## config.mk

```make
export PLATFORM = sky130hd
export DESIGN_NAME = dither_pwm_dac
export DESIGN_NICKNAME = d
export VERILOG_FILES = /design/src/rtl/dpd_pkg.sv /design/src/rtl/dpd_timebase.sv /design/src/rtl/dpd_hold.sv /design/src/rtl/dpd_shaper.sv /design/src/rtl/dither_pwm_dac.sv
export SDC_FILE = /design/constraint.sdc
export NUM_CORES = 1
export LEC_CHECK = 0
export ABC_AREA = 1
export BUFFER_PORTS_ARGS = -buffer_cell sky130_fd_sc_hd__clkbuf_2
export CORE_MARGIN = 2
export CORE_UTILIZATION = 59
export DETAILED_ROUTE_END_ITERATION = 10
export PLACE_DENSITY_LB_ADDON = 0.15
export SYNTH_ARGS = -nofsm -noshare
export SYNTH_HDL_FRONTEND = slang
export SYNTH_SLANG_ARGS = --single-unit
```

## constraint.sdc

```tcl
create_clock -name clk -period 2.6 [get_ports clk]
set_clock_uncertainty 0.2 [all_clocks]
set_input_delay 0.26 -clock clk [delete_from_list [all_inputs] [get_ports clk]]
set_output_delay 0.26 -clock clk [all_outputs]
set_load 0.05 [all_outputs]
```

## src/rtl/dpd_pkg.sv

```systemverilog
package dpd_pkg;

    localparam int SHORT_LOG = 6;
    localparam int LONG_LOG  = 8;
    localparam int DATA_W    = SHORT_LOG + LONG_LOG;
    localparam int CNT_W     = LONG_LOG;

    typedef logic [DATA_W-1:0] dac_word_t;
    typedef logic [CNT_W-1:0]  cnt_t;

    typedef struct packed {
        logic      long_base;
        dac_word_t word;
    } setting_t;

    typedef struct packed {
        cnt_t coarse;
        cnt_t fine;
    } split_t;

    function automatic cnt_t last_tick(input logic long_base);
        cnt_t short_max;
        short_max = cnt_t'((1 << SHORT_LOG) - 1);
        return long_base ? {CNT_W{1'b1}} : short_max;
    endfunction

    function automatic cnt_t last_period(input logic long_base);
        cnt_t short_max;
        short_max = cnt_t'((1 << SHORT_LOG) - 1);
        return long_base ? short_max : {CNT_W{1'b1}};
    endfunction

    function automatic cnt_t rev_index(input cnt_t v, input logic long_base);
        cnt_t r;
        r = '0;
        if (long_base) begin
            for (int i = 0; i < SHORT_LOG; i++) r[i] = v[SHORT_LOG-1-i];
        end else begin
            for (int i = 0; i < LONG_LOG; i++) r[i] = v[LONG_LOG-1-i];
        end
        return r;
    endfunction

    function automatic split_t split_word(input setting_t s);
        split_t p;
        p = '0;
        if (s.long_base) begin
            p.coarse = s.word[DATA_W-1:SHORT_LOG];
            p.fine[SHORT_LOG-1:0] = s.word[SHORT_LOG-1:0];
        end else begin
            p.coarse[DATA_W-LONG_LOG-1:0] = s.word[DATA_W-1:LONG_LOG];
            p.fine = s.word[LONG_LOG-1:0];
        end
        return p;
    endfunction

endpackage

```

## src/rtl/dpd_timebase.sv

```systemverilog
module dpd_timebase
    import dpd_pkg::*;
(
    input  logic clk,
    input  logic rst,
    input  logic tick_en,
    input  logic long_base,
    output cnt_t tick_q,
    output cnt_t per_q,
    output logic cyc_end
);

    logic tick_last;
    logic per_last;

    assign tick_last = (tick_q == last_tick(long_base));
    assign per_last  = (per_q == last_period(long_base));
    assign cyc_end   = tick_last && per_last;

    always_ff @(posedge clk) begin
        if (rst) begin
            tick_q <= '0;
            per_q  <= '0;
        end else if (tick_en) begin
            if (tick_last) begin
                tick_q <= '0;
                per_q  <= per_last ? '0 : per_q + 1'b1;
            end else begin
                tick_q <= tick_q + 1'b1;
            end
        end
    end


    tick_bound_chk: assert property (@(posedge clk) disable iff (rst)
        tick_q <= last_tick(long_base));


    per_bound_chk: assert property (@(posedge clk) disable iff (rst)
        per_q <= last_period(long_base));


    idle_count_chk: assert property (@(posedge clk) disable iff (rst)
        !tick_en |=> ($stable(tick_q) && $stable(per_q)));

endmodule

```

## src/rtl/dpd_hold.sv

```systemverilog
module dpd_hold
    import dpd_pkg::*;
(
    input  logic      clk,
    input  logic      rst,
    input  logic      wr_en,
    input  dac_word_t wr_data,
    input  logic      cyc_sel,
    input  logic      load,
    output setting_t  active
);

    dac_word_t pend_q;

    always_ff @(posedge clk) begin
        if (rst) begin
            pend_q <= '0;
        end else if (wr_en) begin
            pend_q <= wr_data;
        end
    end

    always_ff @(posedge clk) begin
        if (rst) begin
            active <= '0;
        end else if (load) begin
            active.word      <= pend_q;
            active.long_base <= cyc_sel;
        end
    end


    shadow_hold_chk: assert property (@(posedge clk) disable iff (rst)
        !load |=> $stable(active));


    shadow_take_chk: assert property (@(posedge clk) disable iff (rst)
        load |=> (active.word == $past(pend_q) && active.long_base == $past(cyc_sel)));

endmodule

```

## src/rtl/dpd_shaper.sv

```systemverilog
module dpd_shaper
    import dpd_pkg::*;
(
    input  logic     clk,
    input  logic     rst,
    input  logic     tick_en,
    input  logic     out_sel,
    input  setting_t active,
    input  cnt_t     tick_q,
    input  cnt_t     per_q,
    output logic     pwm_out
);

    split_t parts;
    logic   bonus;
    logic   on_now;

    always_comb begin
        parts  = split_word(active);
        bonus  = rev_index(per_q, active.long_base) < parts.fine;
        on_now = (tick_q < parts.coarse) || (bonus && tick_q == parts.coarse);
    end

    always_ff @(posedge clk) begin
        if (rst) begin
            pwm_out <= ~out_sel;
        end else if (tick_en) begin
            pwm_out <= out_sel ? on_now : ~on_now;
        end
    end


    zero_idle_chk: assert property (@(posedge clk) disable iff (rst)
        (tick_en && active.word == '0) |=> (pwm_out == !$past(out_sel)));


    idle_out_chk: assert property (@(posedge clk) disable iff (rst)
        !tick_en |=> $stable(pwm_out));


    past_coarse_chk: assert property (@(posedge clk) disable iff (rst)
        (tick_en && tick_q > parts.coarse) |=> (pwm_out == !$past(out_sel)));

endmodule

```

## src/rtl/dither_pwm_dac.sv

```systemverilog
module dither_pwm_dac
    import dpd_pkg::*;
(
    input  logic              clk,
    input  logic              rst,
    input  logic              tick_en,
    input  logic              wr_en,
    input  logic [DATA_W-1:0] wr_data,
    input  logic              cyc_sel,
    input  logic              out_sel,
    output logic              pwm_out
);

    setting_t active;
    cnt_t     tick_q;
    cnt_t     per_q;
    logic     cyc_end;
    logic     load;

    assign load = tick_en && cyc_end;

    dpd_timebase u_time (
        .clk       (clk),
        .rst       (rst),
        .tick_en   (tick_en),
        .long_base (active.long_base),
        .tick_q    (tick_q),
        .per_q     (per_q),
        .cyc_end   (cyc_end)
    );

    dpd_hold u_hold (
        .clk     (clk),
        .rst     (rst),
        .wr_en   (wr_en),
        .wr_data (wr_data),
        .cyc_sel (cyc_sel),
        .load    (load),
        .active  (active)
    );

    dpd_shaper u_shape (
        .clk     (clk),
        .rst     (rst),
        .tick_en (tick_en),
        .out_sel (out_sel),
        .active  (active),
        .tick_q  (tick_q),
        .per_q   (per_q),
        .pwm_out (pwm_out)
    );


    reset_level_chk: assert property (@(posedge clk)
        rst |=> (pwm_out == !$past(out_sel) && tick_q == '0 && per_q == '0));

endmodule

```

=== Word-level counts from Yosys, hierarchy flattened ===
Index checks and enable logic that the tools add are counted.

* Bits in registers: 46
* Output and inout port bits: 1

* Add/subtract/negate cells: 2
* Order comparisons: 2
* Eq/ne operators: 3
* Mux-type cells: 12
* Bitwise operators: 2
* Reduce and logical (&&, ||, !) cells: 6

{| class="wikitable"
|+ Operators by type and width
! operator !! count
|-
| 8-bit 2-to-1 mux || 4
|-
| 8-bit == test || 3
|-
| 8-bit by 1-bit adder with 8-bit output (second input constant) || 2
|-
| 8-bit < comparator || 2
|-
| 6-bit 2-to-1 mux || 2
|-
| 2-bit 2-to-1 mux || 3
|-
| 1-bit logical AND || 3
|-
| 1-bit 2-to-1 mux || 3
|-
| 1-bit inverter || 2
|-
| 2-bit AND reduction || 1
|-
| 2-bit nonzero test || 1
|-
| 1-bit logical OR || 1
|}

=== Depth between registers and ports, before layout ===
* Depth in word-level cells: 8
* Mapped depth: 16
* Gate-level depth less buffers: 16

=== By module ===
From an unflattened synthesis, not the netlist that was laid out.

* Cell total of the unflattened synthesis: 426
* Area total of the unflattened synthesis: 2747.6 um^2

{| class="wikitable"
|+ Modules (own cells, without submodules)
! module !! times used !! cells each !! area an instance (um^2)
|-
| dpd_hold || 1 || 184 || 1238.7
|-
| dpd_timebase || 1 || 136 || 894.6
|-
| dpd_shaper || 1 || 104 || 606.8
|-
| dither_pwm_dac || 1 || 2 || 7.5
|}

=== Worst setup path before layout ===
OpenSTA, ideal clock, no wires.

* Kind: register to register
* Start point: reg, netlist name u_hold.active[14]
* End point: reg u_shape.pwm_out, data pin
* Arrival: 1.805 ns
* Slack: 0.346 ns
* Stages on the path, launching flop included: 13
* Buffers on the path: 2
* Clock period less this slack: 2.254 ns
* Path through: dfxtp_1 buf_2 clkbuf_1 o21ai_0 ha_1 nor3b_1 nand3_1 nor2_1 nand2_1 nand2_1 nand3_1 nand2_1 inv_1

* Cells in the longest elaborated chain, start to end: 8

{| class="wikitable"
|+ RTL lines
! element !! RTL line !! RTL
|-
| 6-bit 2-to-1 mux (tied with other cells) || dpd_pkg.sv:36 || <nowiki>if (long_base) begin</nowiki>
|-
| 8-bit < comparator or 8-bit == test (tied branches) || dpd_shaper.sv:20, dpd_shaper.sv:21 ||
|-
| 1-bit logical AND || dpd_shaper.sv:21 || <nowiki>on_now = (tick_q < parts.coarse) || (bonus && tick_q == parts.coarse);</nowiki>
|-
| 1-bit logical OR * || dpd_shaper.sv:21 ||
|-
| 1-bit inverter || dpd_shaper.sv:28 || <nowiki>pwm_out <= out_sel ? on_now : ~on_now;</nowiki>
|-
| 1-bit 2-to-1 mux * || dpd_shaper.sv:28 ||
|-
| 1-bit 2-to-1 mux * || dpd_shaper.sv:27 || <nowiki>end else if (tick_en) begin</nowiki>
|-
| 1-bit 2-to-1 mux * || dpd_shaper.sv:25 || <nowiki>if (rst) begin</nowiki>
|-
| end signal, assigned || dpd_shaper.sv:26 || <nowiki>pwm_out <= ~out_sel;</nowiki>
|-
| end signal, assigned || dpd_shaper.sv:28 ||
|-
| end, declared || dpd_shaper.sv:11 || <nowiki>output logic pwm_out</nowiki>
|}

Mark *: on every way between the ends. The rest lies on a longest branch, timed or not. The select of a mux whose other input is x is not followed.
A chain may end at the register's enable or synchronous reset.

=== Worst setup path in the final report ===
* Start point: reg, netlist name u_hold.active[14]
* End point: reg u_shape.pwm_out, data pin

* Cells in the longest elaborated chain, start to end: 8

{| class="wikitable"
|+ RTL lines
! element !! RTL line
|-
| 6-bit 2-to-1 mux (tied with other cells) || dpd_pkg.sv:36
|-
| 8-bit < comparator or 8-bit == test (tied branches) || dpd_shaper.sv:20, dpd_shaper.sv:21
|-
| 1-bit logical AND || dpd_shaper.sv:21
|-
| 1-bit logical OR * || dpd_shaper.sv:21
|-
| 1-bit inverter || dpd_shaper.sv:28
|-
| 1-bit 2-to-1 mux * || dpd_shaper.sv:28
|-
| 1-bit 2-to-1 mux * || dpd_shaper.sv:27
|-
| 1-bit 2-to-1 mux * || dpd_shaper.sv:25
|}

Marked as above.

==> metrics.yaml <==
clocking:
  h-tree-depth: 2
  post_cts_resized: 0
  hold_buffers: 15
  clkTransAtPathRegs_ns: 0.09
  cts_tree: "built"
  clock_latency_ns: 0.30
  cts-root-buf: "clkbuf_8"
  postCtsSetupBuffers: 0
  numCtsBuffers: 5
  cts_buffer_depth: 2
  cts_sinks: 46
place:
  gp_congestion: 0.8291
  port_buffers: 20
  hpwl_um: 3331
  dp_slack_ns: 0.3521
setup_path:
  cp_max_fo: 13
  crit_top_cell: "nand2_1"
  critPathLaunchType: "flop"
  r2r-start: "u_hold.active[14]"
  worstSetupPathType: "reg2reg"
  critical_path.max_stage_delay_ns: 0.50
  cp-startpoint: "u_hold.active[14]"
  worstPathBufferInverterCount: 2
  cp.required_ns: 2.47
  crit_family: "simple AND/OR/NAND/NOR gates"
  cp-end-kind: "flop"
  path_cells: "buf_4 > o21ai_0 > ha_1 > nand2_1 > a21oi_1 > nand3_1 > nor2_1 > nand2_1 > nand2_1 > nand3_1 > nand2_1 > inv_1"
  worstPathArrival_ns: 2.14
  slowest_stage: "dfxtp_1"
cells_and_area:
  drive_gt1_share_pct: 11.63
  final_common_cell: "nor2_1"
  area_delta_synth_final_pct: 15.56
  fin_util_pct: 70.01
  fin_nets: 397
  fillers: 320
  layout_common_cells: "nor2_1 (61), nand2_1 (50), dfxtp_1 (45)"
  diodes: 0
synthesis:
  syn_nets: 365
  synthTopCellsByArea: "dfxtp_1 (38%), nor2_1 (9.6%), ha_1 (8.9%)"
  synth_cell_types: 30
  netlist_area_mm2: 0.002389
  netlist_instances: 328
  synth_top_cell_by_area: "dfxtp_1"
  synth.top_cell.area_share_pct: 37.72
  yosysWarnings: 0
  synth.avg_cell_area_um2: 7.282
  synth_seq_cells: 46
  yosysSeqAreaShare_pct: 38.97
outcome:
  status: "finished, final reports clean"
drt:
  drt_wl_total_um: 4742
  via_count: 2101
  first_iter_violations: 160
  firstDrtPassIters: 4
  antenna_left: 0
  via_per_inst: 5.112
  wl_per_cell_um: 11.54
  drc_errors: 0
min_path:
  hold_path.class: "in2reg"
  min-delay-start: "wr_data[13]"
global_route:
  grt_pass1_wl_um: 8514
  grt_max_degree: 31
  antenna_found_initial: 0
  grt_usage_pct: 24.20
  overflow: 0
  grt_pass1_vias: 2023
die:
  die_area_mm2: 0.004573
  core-area_mm2: 0.003943
  start_util_pct: 60.58
  die_h_um: 67.63
  io_pins: 21
  die_x_um: 67.63
  rows: 23
timing:
  hold_slack_ns: 0.04275
  tns_ns: 0
  drv_slew: 0
  grt_setup_unrepaired: "no"
  setup_viol: 0
  finalHoldViolCount: 0
  period_minus_slack_ns: 2.277
  fin_ws_ns: 0.3234
  slew_headroom_pct: 72.99
  fin_crit_sh_pct: 87.56
  tightestPinTransition_ns: 0.4047
  fmax_ghz: 0.4393
power_and_ir_drop:
  design_power_total_mw: 1.306
  p_per_area_mw_per_mm2: 473.2
  ir_worst_vdd_mv: 0.4001
  leakage_nw: 1.210
run:
  drv_cap: 0
==> stage by stage <==
stage | std cells | instance area [µm²]
after global placement | 388 | 2511
after floorplan | 328 | 2389
after CTS | 411 | 2760
after global routing | 411 | 2760
after detailed placement | 388 | 2511
final | 411 | 2760
==> flip-flops by register name, indices dropped and copies added, names as in the netlist <==
name / count
u_hold.active: 15
u_hold.pend_q: 14
u_time.per_q: 8
u_time.tick_q: 8
u_shape.pwm_out: 1
==> per-layer routing <==
layer / share of wire, % / wire (µm) / vias to the layer above / GRT usage [%]
met5: 0 / 0 / - / 0
met4: 1.8 / 85 / 0 / 9.694
met3: 2.9 / 137 / 9 / 3.833
met2: 47 / 2224 / 32 / 40.81
met1: 48 / 2295 / 926 / 30.66
li1: - / - / 1134 / -
==> cell families (layout without fill, tap and decap cells) <==
| group | after synthesis | count (layout) | share of synthesized area [%] |
|---|---|---|---|
| xor gates and xnor gates | 5 | 5 | 1.834 |
| adders and majority gates | 17 | 17 | 8.905 |
| AOI/OAI and AO/OA | 62 | 62 | 13.20 |
| DFF | 46 | 46 | 38.97 |
| muxes | 2 | 2 | 0.8382 |
| and+or+nand+nor | 152 | 152 | 28.71 |
| buffers and inverters | 44 | 77 | 7.543 |
==> synth_stat cells <==
library cell and n:
nor2_1 61, nand2_1 50, dfxtp_1 45, o21ai_0 35, inv_1 28, ha_1 17, nor3_1 16, a21oi_1 14
o21ai_1 11, nand3_1 9, clkbuf_1 6, nor3b_1 5, buf_1 3, inv_2 3, nand4_1 3, xor2_1 3
buf_2 2, mux2i_1 2, nand2_4 2, nor2_4 2, xnor2_1 2, buf_6 1, clkinv_4 1, edfxtp_1 1
nand3_2 1, nor2_2 1, nor2_8 1, o211ai_1 1, o31ai_1 1, or2_2 1
==> worst paths after layout <==
kind / slack (ns) / endpoint / cells after the start
worst min register to register: 0.27 / u_hold.pend_q[13] / 2
worst max register to register: 0.32 / u_shape.pwm_out / 12
worst min-delay path: 0.04 / u_hold.pend_q[13] / 3
worst max-delay path: 0.32 / u_shape.pwm_out / 12
==> power by group <==
part | total [mW] | switching, mW | internal [mW]
Combinational | 0.0997 | 0.0532 | 0.0465
Clock | 0.470 | 0.251 | 0.219
Sequential | 0.737 | 0.0104 | 0.726
==> layout make-up <==
cell class                      instances  area, µm²  share of cell area (%)
Multi-Input combinational cell        238       1277                   46.28
Sequential cell                        46      930.9                   33.73
Timing Repair Buffer                   37      265.3                   9.610
Inverter                               32      125.1                   4.533
Clock buffer                            6      82.58                   2.992
Tap cell                               50      62.56                   2.267
Clock inverter                          2      16.27                  0.5893
==> worst register-to-register path, delay by kind of cell, from the launching register on <==
| family | cells | cell delay, ns |
|---|---|---|
| adders and majority gates | 1 | 0.30 |
| buffers and inverters | 2 | 0.28 |
| DFF | 1 | 0.50 |
| AOI/OAI and AO/OA | 2 | 0.25 |
| and+or+nand+nor | 7 | 0.53 |
(Power assumes the default switching activity.)
